## src/rtl/lockdet_pkg.sv

```systemverilog
package lockdet_pkg;
  // Strobes from the control to the run counter
  typedef struct packed {
    logic clr;   // restart the run at zero
    logic inc;   // one more qualifying comparison
  } runCtl_t;
endpackage

```

## src/rtl/lockdet_run_counter.sv

```systemverilog
module lockdet_run_counter
  import lockdet_pkg::*;
#(
  parameter int LOCK_SHORT   = 15,
  parameter int UNLOCK_SHORT = 3,
  parameter int LOCK_LONG    = 31,
  parameter int UNLOCK_LONG  = 7
) (
  input  logic    clk,
  input  logic    rst_n,
  input  runCtl_t ctl,
  input  logic    locked,
  input  logic    longRun,
  output logic    runDone
);
  localparam int MAX_A   = (LOCK_SHORT > LOCK_LONG) ? LOCK_SHORT : LOCK_LONG;
  localparam int MAX_B   = (UNLOCK_SHORT > UNLOCK_LONG) ? UNLOCK_SHORT : UNLOCK_LONG;
  localparam int MAX_THR = (MAX_A > MAX_B) ? MAX_A : MAX_B;
  localparam int CNT_W   = $clog2(MAX_THR + 2);
  localparam logic [CNT_W-1:0] CNT_MAX = '1;

  logic [CNT_W-1:0] runCnt;
  logic [CNT_W-1:0] thr;

  // Threshold depends on the direction being counted and on the select
  always_comb begin
    if (locked) thr = longRun ? CNT_W'(UNLOCK_LONG) : CNT_W'(UNLOCK_SHORT);
    else        thr = longRun ? CNT_W'(LOCK_LONG)   : CNT_W'(LOCK_SHORT);
  end

  // This comparison takes the run past the threshold when the count already equals it
  assign runDone = (runCnt >= thr);

  always_ff @(posedge clk or negedge rst_n) begin
    if (!rst_n)                            runCnt <= '0;
    else if (ctl.clr)                      runCnt <= '0;
    else if (ctl.inc && runCnt != CNT_MAX) runCnt <= runCnt + CNT_W'(1);
  end

  p_clr_zero_r4: assert property (@(posedge clk) disable iff (!rst_n)
    ctl.clr |=> (runCnt == '0));

  p_inc_step_r2: assert property (@(posedge clk) disable iff (!rst_n)
    (ctl.inc && !ctl.clr && runCnt != CNT_MAX) |=> (runCnt == $past(runCnt) + CNT_W'(1)));

  p_sat_hold_r5: assert property (@(posedge clk) disable iff (!rst_n)
    (!ctl.inc && !ctl.clr) |=> $stable(runCnt));
endmodule

```

## src/rtl/lockdet_control.sv

```systemverilog
module lockdet_control
  import lockdet_pkg::*;
(
  input  logic    clk,
  input  logic    rst_n,
  input  logic    freqWrite,
  input  logic    cmpValid,
  input  logic    inWindow,
  input  logic    longRun,
  input  logic    muteEn,
  input  logic    runDone,
  output runCtl_t ctl,
  output logic    lockState,
  output logic    muteOut
);
  logic selPrev;
  logic selChange;
  logic qualify;
  logic flip;

  assign selChange = (longRun != selPrev);
  // A qualifying comparison pushes toward the opposite state
  assign qualify   = cmpValid && (lockState ? !inWindow : inWindow);
  assign flip      = qualify && runDone && !freqWrite && !selChange;

  always_comb begin
    ctl.inc = qualify && !freqWrite && !selChange;
    ctl.clr = freqWrite || selChange || (cmpValid && !qualify) || flip;
  end

  always_ff @(posedge clk or negedge rst_n) begin
    if (!rst_n) begin
      lockState <= 1'b0;
      selPrev   <= 1'b0;
    end else begin
      selPrev <= longRun;
      if (freqWrite) lockState <= 1'b0;
      else if (flip) lockState <= !lockState;
    end
  end

  assign muteOut = muteEn && !lockState;

  p_freq_unlock_r1: assert property (@(posedge clk) disable iff (!rst_n)
    freqWrite |=> !lockState);

  p_idle_hold_r5: assert property (@(posedge clk) disable iff (!rst_n)
    (!cmpValid && !freqWrite) |=> $stable(lockState));

  p_sel_keep_r6: assert property (@(posedge clk) disable iff (!rst_n)
    (selChange && !freqWrite) |=> $stable(lockState));

  p_rise_valid_r2: assert property (@(posedge clk) disable iff (!rst_n)
    $rose(lockState) |-> $past(cmpValid && inWindow));

  p_fall_cause_r3: assert property (@(posedge clk) disable iff (!rst_n)
    $fell(lockState) |-> $past(freqWrite || (cmpValid && !inWindow)));
endmodule

```

## src/rtl/phase_lock_judge.sv

```systemverilog
module phase_lock_judge
  import lockdet_pkg::*;
#(
  parameter int LOCK_SHORT   = 15,
  parameter int UNLOCK_SHORT = 3,
  parameter int LOCK_LONG    = 31,
  parameter int UNLOCK_LONG  = 7
) (
  input  logic clk,
  input  logic rst_n,
  input  logic freqWrite,
  input  logic cmpValid,
  input  logic inWindow,
  input  logic rawPhase,
  input  logic longRun,
  input  logic rawMode,
  input  logic muteEn,
  output logic lockOut,
  output logic muteOut
);
  runCtl_t ctl;
  logic    runDone;
  logic    lockState;

  lockdet_run_counter #(
    .LOCK_SHORT  (LOCK_SHORT),
    .UNLOCK_SHORT(UNLOCK_SHORT),
    .LOCK_LONG   (LOCK_LONG),
    .UNLOCK_LONG (UNLOCK_LONG)
  ) u_counter (
    .clk    (clk),
    .rst_n  (rst_n),
    .ctl    (ctl),
    .locked (lockState),
    .longRun(longRun),
    .runDone(runDone)
  );

  lockdet_control u_control (
    .clk      (clk),
    .rst_n    (rst_n),
    .freqWrite(freqWrite),
    .cmpValid (cmpValid),
    .inWindow (inWindow),
    .longRun  (longRun),
    .muteEn   (muteEn),
    .runDone  (runDone),
    .ctl      (ctl),
    .lockState(lockState),
    .muteOut  (muteOut)
  );

  assign lockOut = rawMode ? rawPhase : lockState;

  p_mute_excl_r8: assert property (@(posedge clk) disable iff (!rst_n)
    (!rawMode && lockOut) |-> !muteOut);
endmodule

```

## config.mk

```make
export PLATFORM = sky130hd
export DESIGN_NAME = phase_lock_judge
export DESIGN_NICKNAME = d
export VERILOG_FILES = /design/src/rtl/lockdet_pkg.sv /design/src/rtl/lockdet_run_counter.sv /design/src/rtl/lockdet_control.sv /design/src/rtl/phase_lock_judge.sv
export SDC_FILE = /design/constraint.sdc
export NUM_CORES = 1
export LEC_CHECK = 0
export ABC_AREA = 1
export ABC_CLOCK_PERIOD_IN_PS = 1900
export CAP_MARGIN = 30
export CORE_AREA = 2 2 39 41
export CTS_BUF_LIST = sky130_fd_sc_hd__clkbuf_2 sky130_fd_sc_hd__clkbuf_4 sky130_fd_sc_hd__clkbuf_8
export CTS_CLUSTER_SIZE = 8
export DETAILED_ROUTE_END_ITERATION = 8
export DIE_AREA = 0 0 41 43
export GPL_TIMING_DRIVEN = 0
export PLACE_DENSITY = 0.75
export SETUP_SLACK_MARGIN = 0.15
export SLEW_MARGIN = 20
export SYNTH_ARGS = -nofsm -noshare
export SYNTH_HDL_FRONTEND = slang
export SYNTH_SLANG_ARGS = --single-unit
```

## constraint.sdc

```tcl
create_clock -name clk -period 1.9 [get_ports clk]
set_input_delay 0.285 -clock clk [delete_from_list [all_inputs] [get_ports clk]]
set_output_delay 0.285 -clock clk [all_outputs]
set_load 0.005 [all_outputs]
```

==> results of run 1 <==
## power by group
part / internal (mW) / switching [mW] / total, mW
clock: 0.0713 / 0.0438 / 0.115
combinational: 0.0276 / 0.0299 / 0.0576
sequential: 0.172 / 0.00117 / 0.174
total: 0.271 / 0.0749 / 0.346
## worst max-delay path, cell delays in order
cell and delay [ns]:
clkdlybuf4s50_1 0.46, inv_1 0.04, nor2_1 0.08, clkdlybuf4s50_1 0.50
## metal layers
metal	up-vias	global-route usage (%)
li1	317	-
met1	291	26.7
met2	5	23.8
met3	0	3.14
met4	0	10.0
met5	-	0
## sequential cells by signal, indices dropped and copies added, names as in the netlist
| signal | flops |
|---|---|
| u_control.selPrev | 1 |
| u_counter.runCnt | 6 |
| u_control.lockState | 1 |
## kinds of logic after synthesis
kind of cell,after synthesis,share of synthesized area (%)
adders and majority gates,4,7.29
xor gates and xnor gates,1,1.28
DFF,8,29.1
buffers and inverters,16,8.92
and+or+nand+nor,59,49.0
AOI/OAI and AO/OA,4,4.37
## Yosys cell counts, drive strengths merged
library cell / instances
a21o: 1
dfrtp: 8
nor2: 13
xor2: 1
nand3: 7
clkinv: 2
o21ai: 1
a21oi: 2
nand2: 33
nand4: 6
inv: 14
ha: 4
## area by class of cell
cell class                 count  area share, %
timing repair buffer          10           12.6
sequential                     8           24.1
tap                           16           2.40
inverter                      16           7.34
multi-input combinational     68           50.9
clock buffer                   3           2.69
## repair_timing
action                     CTS  global route
cloned                       0             0
setup endpoints to repair    1             8
gates resized for setup      1             2
## how the worst max path moves through the flow
stage               depth (start not counted)                         endpoint  slack, ns
floorplan                                  10  u_counter.runCnt[0]$_DFFE_PN0P_       0.47
global placement                           10  u_counter.runCnt[0]$_DFFE_PN0P_      0.009
detailed placement                         10  u_counter.runCnt[0]$_DFFE_PN0P_      -0.03
CTS                                         3                          lockOut       0.18
global route                               11  u_control.lockState$_DFFE_PN0P_       0.19
finish                                      4                          muteOut       0.25
## stage by stage
step,TNS [ns],util (%),hold slack [ns]
final,0,60.4,0.297
after global routing,0,60.4,0.308
after CTS,0,60.0,0.308
after detailed placement,-0.0627,58.3,0.563
after global placement,0,58.3,0.555
after floorplan,0,-,-0.0106
==> flow_metrics.tcl, run 1 <==
set metrics [dict create \
    outcome "finished clean" \
    layoutNonFillerInstCount 121 \
    cts_tree "built" \
    via_per_inst 5.07 \
    slew_headroom_pct 78.5 \
    fp.dieH_um 43 \
    syn-cell-area_um2 687 \
    drt_iter0_drc 10 \
    routed_wl_mm 1.23 \
    final_nets 120 \
    drtAntennaViolNets 0 \
    synth_top_cell_by_area "dfrtp_1" \
    fmax_ghz 0.607 \
    grt_pass1_vias 523 \
    cp.arrival_ns 1.36 \
    htreeDepth 1 \
    worst_pin_slew_ns 0.321 \
    crit_start "muteEn" \
    clkTransAtPathRegs_ns 0.04 \
    synthCells 92 \
    seqCellArea_um2 201 \
    hold_class "input pin to flip-flop" \
    rows 14 \
    track_usage_pct 17.9 \
    ff2ff_setup_slack_ns 0.31 \
    ys_ff_latch 8 \
    fillers 124 \
    worstSetupEndpointType "output pin" \
    dp.cells 118 \
    dpl_cell_area_um2 807 \
    cp-start-kind "input pin" \
    critPathRequiredTime_ns 1.62 \
    grt_max_degree 9 \
    wl_met2_um 635 \
    critPathKind "input pin to output pin" \
    gp_congestion 0.847 \
    io_buffers 10 \
    dp_hpwl_mm 1.03 \
    synth_nets 105 \
    drive_gt1_share_pct 20.0 \
    pre_cts_ws_ns -0.0255 \
    dr.pass1.iters 4 \
    die_area_um2 1760 \
    cts_setup_buffers 0 \
    synthTopCellsByArea "dfrtp_1, nand2_1, ha_1, inv_1, nor2_1" \
    drc 0 \
    crit_path_max_fanout 1 \
    clkSinkCount 8 \
    cts_root_buffer "clkbuf_4" \
    drv_cap 0 \
    cts_max_path_buffers 2 \
    fin_crit_sh_pct 86.8 \
    ir_worst_vdd_mv 0.357 \
    worst_slack_ns 0.251 \
    wl_met3_um 18 \
    grt_pass1_wl_mm 2.11 \
    ioPinCount 11 \
    routed.top_layer "met3" \
    final_common_cell "nand2_1" \
    hold_viol_final 0 \
    total_power_mw 0.346 \
    fin_worst_skew_ns 0.000603 \
    synth_top_area_share_pct 29.1 \
    worstHoldStart "longRun" \
    whs_path_depth 1 \
    worstReg2RegStart "u_control.lockState$_DFFE_PN0P_" \
    grt_overflow 0 \
    rsz0062_at_grt "no" \
    clock_latency_ns 0.24 \
    rr_worst_depth 10 \
    synth-seq-area-share_pct 29.1 \
    wl_met1_um 577 \
    p_leak_nw 0.474 \
    cts_hold_buf 0 \
    via_count 613 \
    post_drt_wl_per_cell_um 10.2 \
    setup_viol 0 \
    holdPathEnd "u_control.selPrev$_DFF_PN0_" \
    syn2layout_area_growth_pct 21.7 \
    min_period_ns 1.65 \
    fin_area_um2 836 \
    r2r_end "u_counter.runCnt[0]$_DFFE_PN0P_" \
    diodes 0 \
    avgSynthCellArea_um2 7.47 \
    numCtsBuffers 3 \
    power_density_nw_per_um2 414 \
    ys_types 21 \
    final_cell_mix "nand2_1, nor2_1, inv_1" \
    start_util_pct 49.6 \
    die_width_um 41 \
    ys_warn_count 0 \
    finalMaxSlewViolations 0 \
    grt_antenna_before_repair 0 \
    core_area_um2 1380 \
    multi_input_area_um2 425 \
]
Power figures use the tool's default switching activity.
==> run 2: changes to the inputs <==
SETUP_SLACK_MARGIN = 0.1   (was 0.15)
TNS_END_PERCENT = 10   (was not set)
==> flow_metrics.tcl, run 2 (synthesis gave the netlist of run 1 again) <==
set metrics [dict create \
    grt_pass1_vias 523 \
    ioPinCount 11 \
    clock_latency_ns 0.24 \
    fp.dieH_um 43 \
    syn2layout_area_growth_pct 21.9 \
    cp.arrival_ns 1.40 \
    hold_viol_final 0 \
    drc 0 \
    slew_headroom_pct 78.5 \
    die_width_um 41 \
    worst_pin_slew_ns 0.321 \
    cp-start-kind "flip-flop" \
    htreeDepth 1 \
    fillers 124 \
    post_cts_resized 0 \
    ff2ff_setup_slack_ns 0.34 \
    via_count 602 \
    dr.pass1.iters 4 \
    fin_crit_sh_pct 88.5 \
    worst-path-buf-inv 2 \
    total_power_mw 0.347 \
    diodes 0 \
    die_area_um2 1760 \
    cp_top_family "buffers and inverters" \
    largest_reg_flops 6 \
    gp_congestion 0.847 \
    core_area_um2 1380 \
    p_leak_nw 0.458 \
    drt_iter0_drc 9 \
    track_usage_pct 17.9 \
    drive_gt1_share_pct 19.8 \
    worstReg2RegStart "u_control.lockState$_DFFE_PN0P_" \
    critPathKind "flip-flop to output pin" \
    worstSetupEndpointType "output pin" \
    clkTransAtPathRegs_ns 0.04 \
    cts_hold_buf 0 \
    r2r_end "u_counter.runCnt[0]$_DFFE_PN0P_" \
    final_nets 121 \
    crit_slowest_cell "clkdlybuf4s50_1" \
    drv_cap 0 \
    io_buffers 10 \
    grt_max_degree 9 \
    grt_antenna_before_repair 0 \
    cts_tree "built" \
    power_density_nw_per_um2 414 \
    setup_viol 0 \
    grt_pass1_wl_mm 2.11 \
    cts_root_buffer "clkbuf_4" \
    final_cell_mix "nand2_1, nor2_1, inv_1" \
    fin_worst_skew_ns 0.000605 \
    fin_area_um2 837 \
    rows 14 \
    dpl_cell_area_um2 807 \
    crit_chain "inv_2, o21ai_0, clkdlybuf4s50_1" \
    fmax_ghz 0.595 \
    outcome "finished clean" \
    clkSinkCount 8 \
    crit_path_max_fanout 6 \
    cts_setup_buffers 0 \
    rr_worst_depth 10 \
    ir_worst_vdd_mv 0.357 \
    critPathRequiredTime_ns 1.62 \
    dp_hpwl_mm 1.03 \
    largest-register "u_counter.runCnt" \
    grt_overflow 0 \
    reg.largest.list "u_counter.runCnt (6), u_control.lockState (1), u_control.selPrev (1)" \
    drtAntennaViolNets 0 \
    final_common_cell "nand2_1" \
    routed_wl_mm 1.23 \
    cts_max_path_buffers 2 \
    hold_ws_ns 0.308 \
    numCtsBuffers 3 \
    min_period_ns 1.68 \
    cpPeakStageDelay_ns 0.53 \
    finalMaxSlewViolations 0 \
    rsz0062_at_grt "yes" \
    start_util_pct 49.6 \
    post_drt_wl_per_cell_um 10.1 \
    hold_class "input pin to async pin" \
    via_per_inst 4.93 \
]
run 2: power by group:
part / switching, mW / total, mW / internal [mW]
clock network: 0.0438 / 0.115 / 0.0713
registers: 0.00117 / 0.174 / 0.172
logic: 0.0299 / 0.0581 / 0.0282
total: 0.0748 / 0.347 / 0.272
run 2: layer usage:
metal / share of wire [%] / track usage, % / vias up
met5: 0 / 0 / -
met4: 0 / 10.0 / 0
met3: 2.1 / 3.14 / 0
met2: 50 / 23.8 / 7
met1: 47 / 26.7 / 278
li1: - / - / 317
run 2: stage by stage:
step,setup TNS [ns],std cells,util (%),setup WS (ns)
floorplan,0,92,-,0.468
global placement,0,118,58.3,0.00893
detailed placement,-0.0627,118,58.3,-0.0255
CTS,0,121,59.9,0.129
global route,0,122,60.5,0.0986
finish,0,122,60.5,0.219
run 2: worst max path at each step:
| stage | from | end | slack (ns) | depth (start not counted) |
|---|---|---|---|---|
| floorplan | u_control.lockState$_DFFE_PN0P_ | u_counter.runCnt[0]$_DFFE_PN0P_ | 0.47 | 10 |
| global placement | longRun | u_counter.runCnt[0]$_DFFE_PN0P_ | 0.009 | 10 |
| detailed placement | longRun | u_counter.runCnt[0]$_DFFE_PN0P_ | -0.03 | 10 |
| CTS | u_control.lockState$_DFFE_PN0P_ | lockOut | 0.13 | 3 |
| global route | longRun | u_counter.runCnt[2]$_DFFE_PN0P_ | 0.1 | 10 |
| finish | u_control.lockState$_DFFE_PN0P_ | lockOut | 0.22 | 3 |
run 2: layout make-up:
class	count	area, µm²	area share (%)
Multi-Input combinational cell	68	425	50.8
Sequential cell	8	200	23.9
Timing Repair Buffer	11	108	12.9
Inverter	16	61.3	7.32
Clock buffer	3	22.5	2.69
Tap cell	16	20.0	2.39
==> run 3: changes to the inputs <==
SLEW_MARGIN = not set   (was 20)
==> results of run 3 <==
The final DEF is identical to that of run 2; final timing and power are the same.
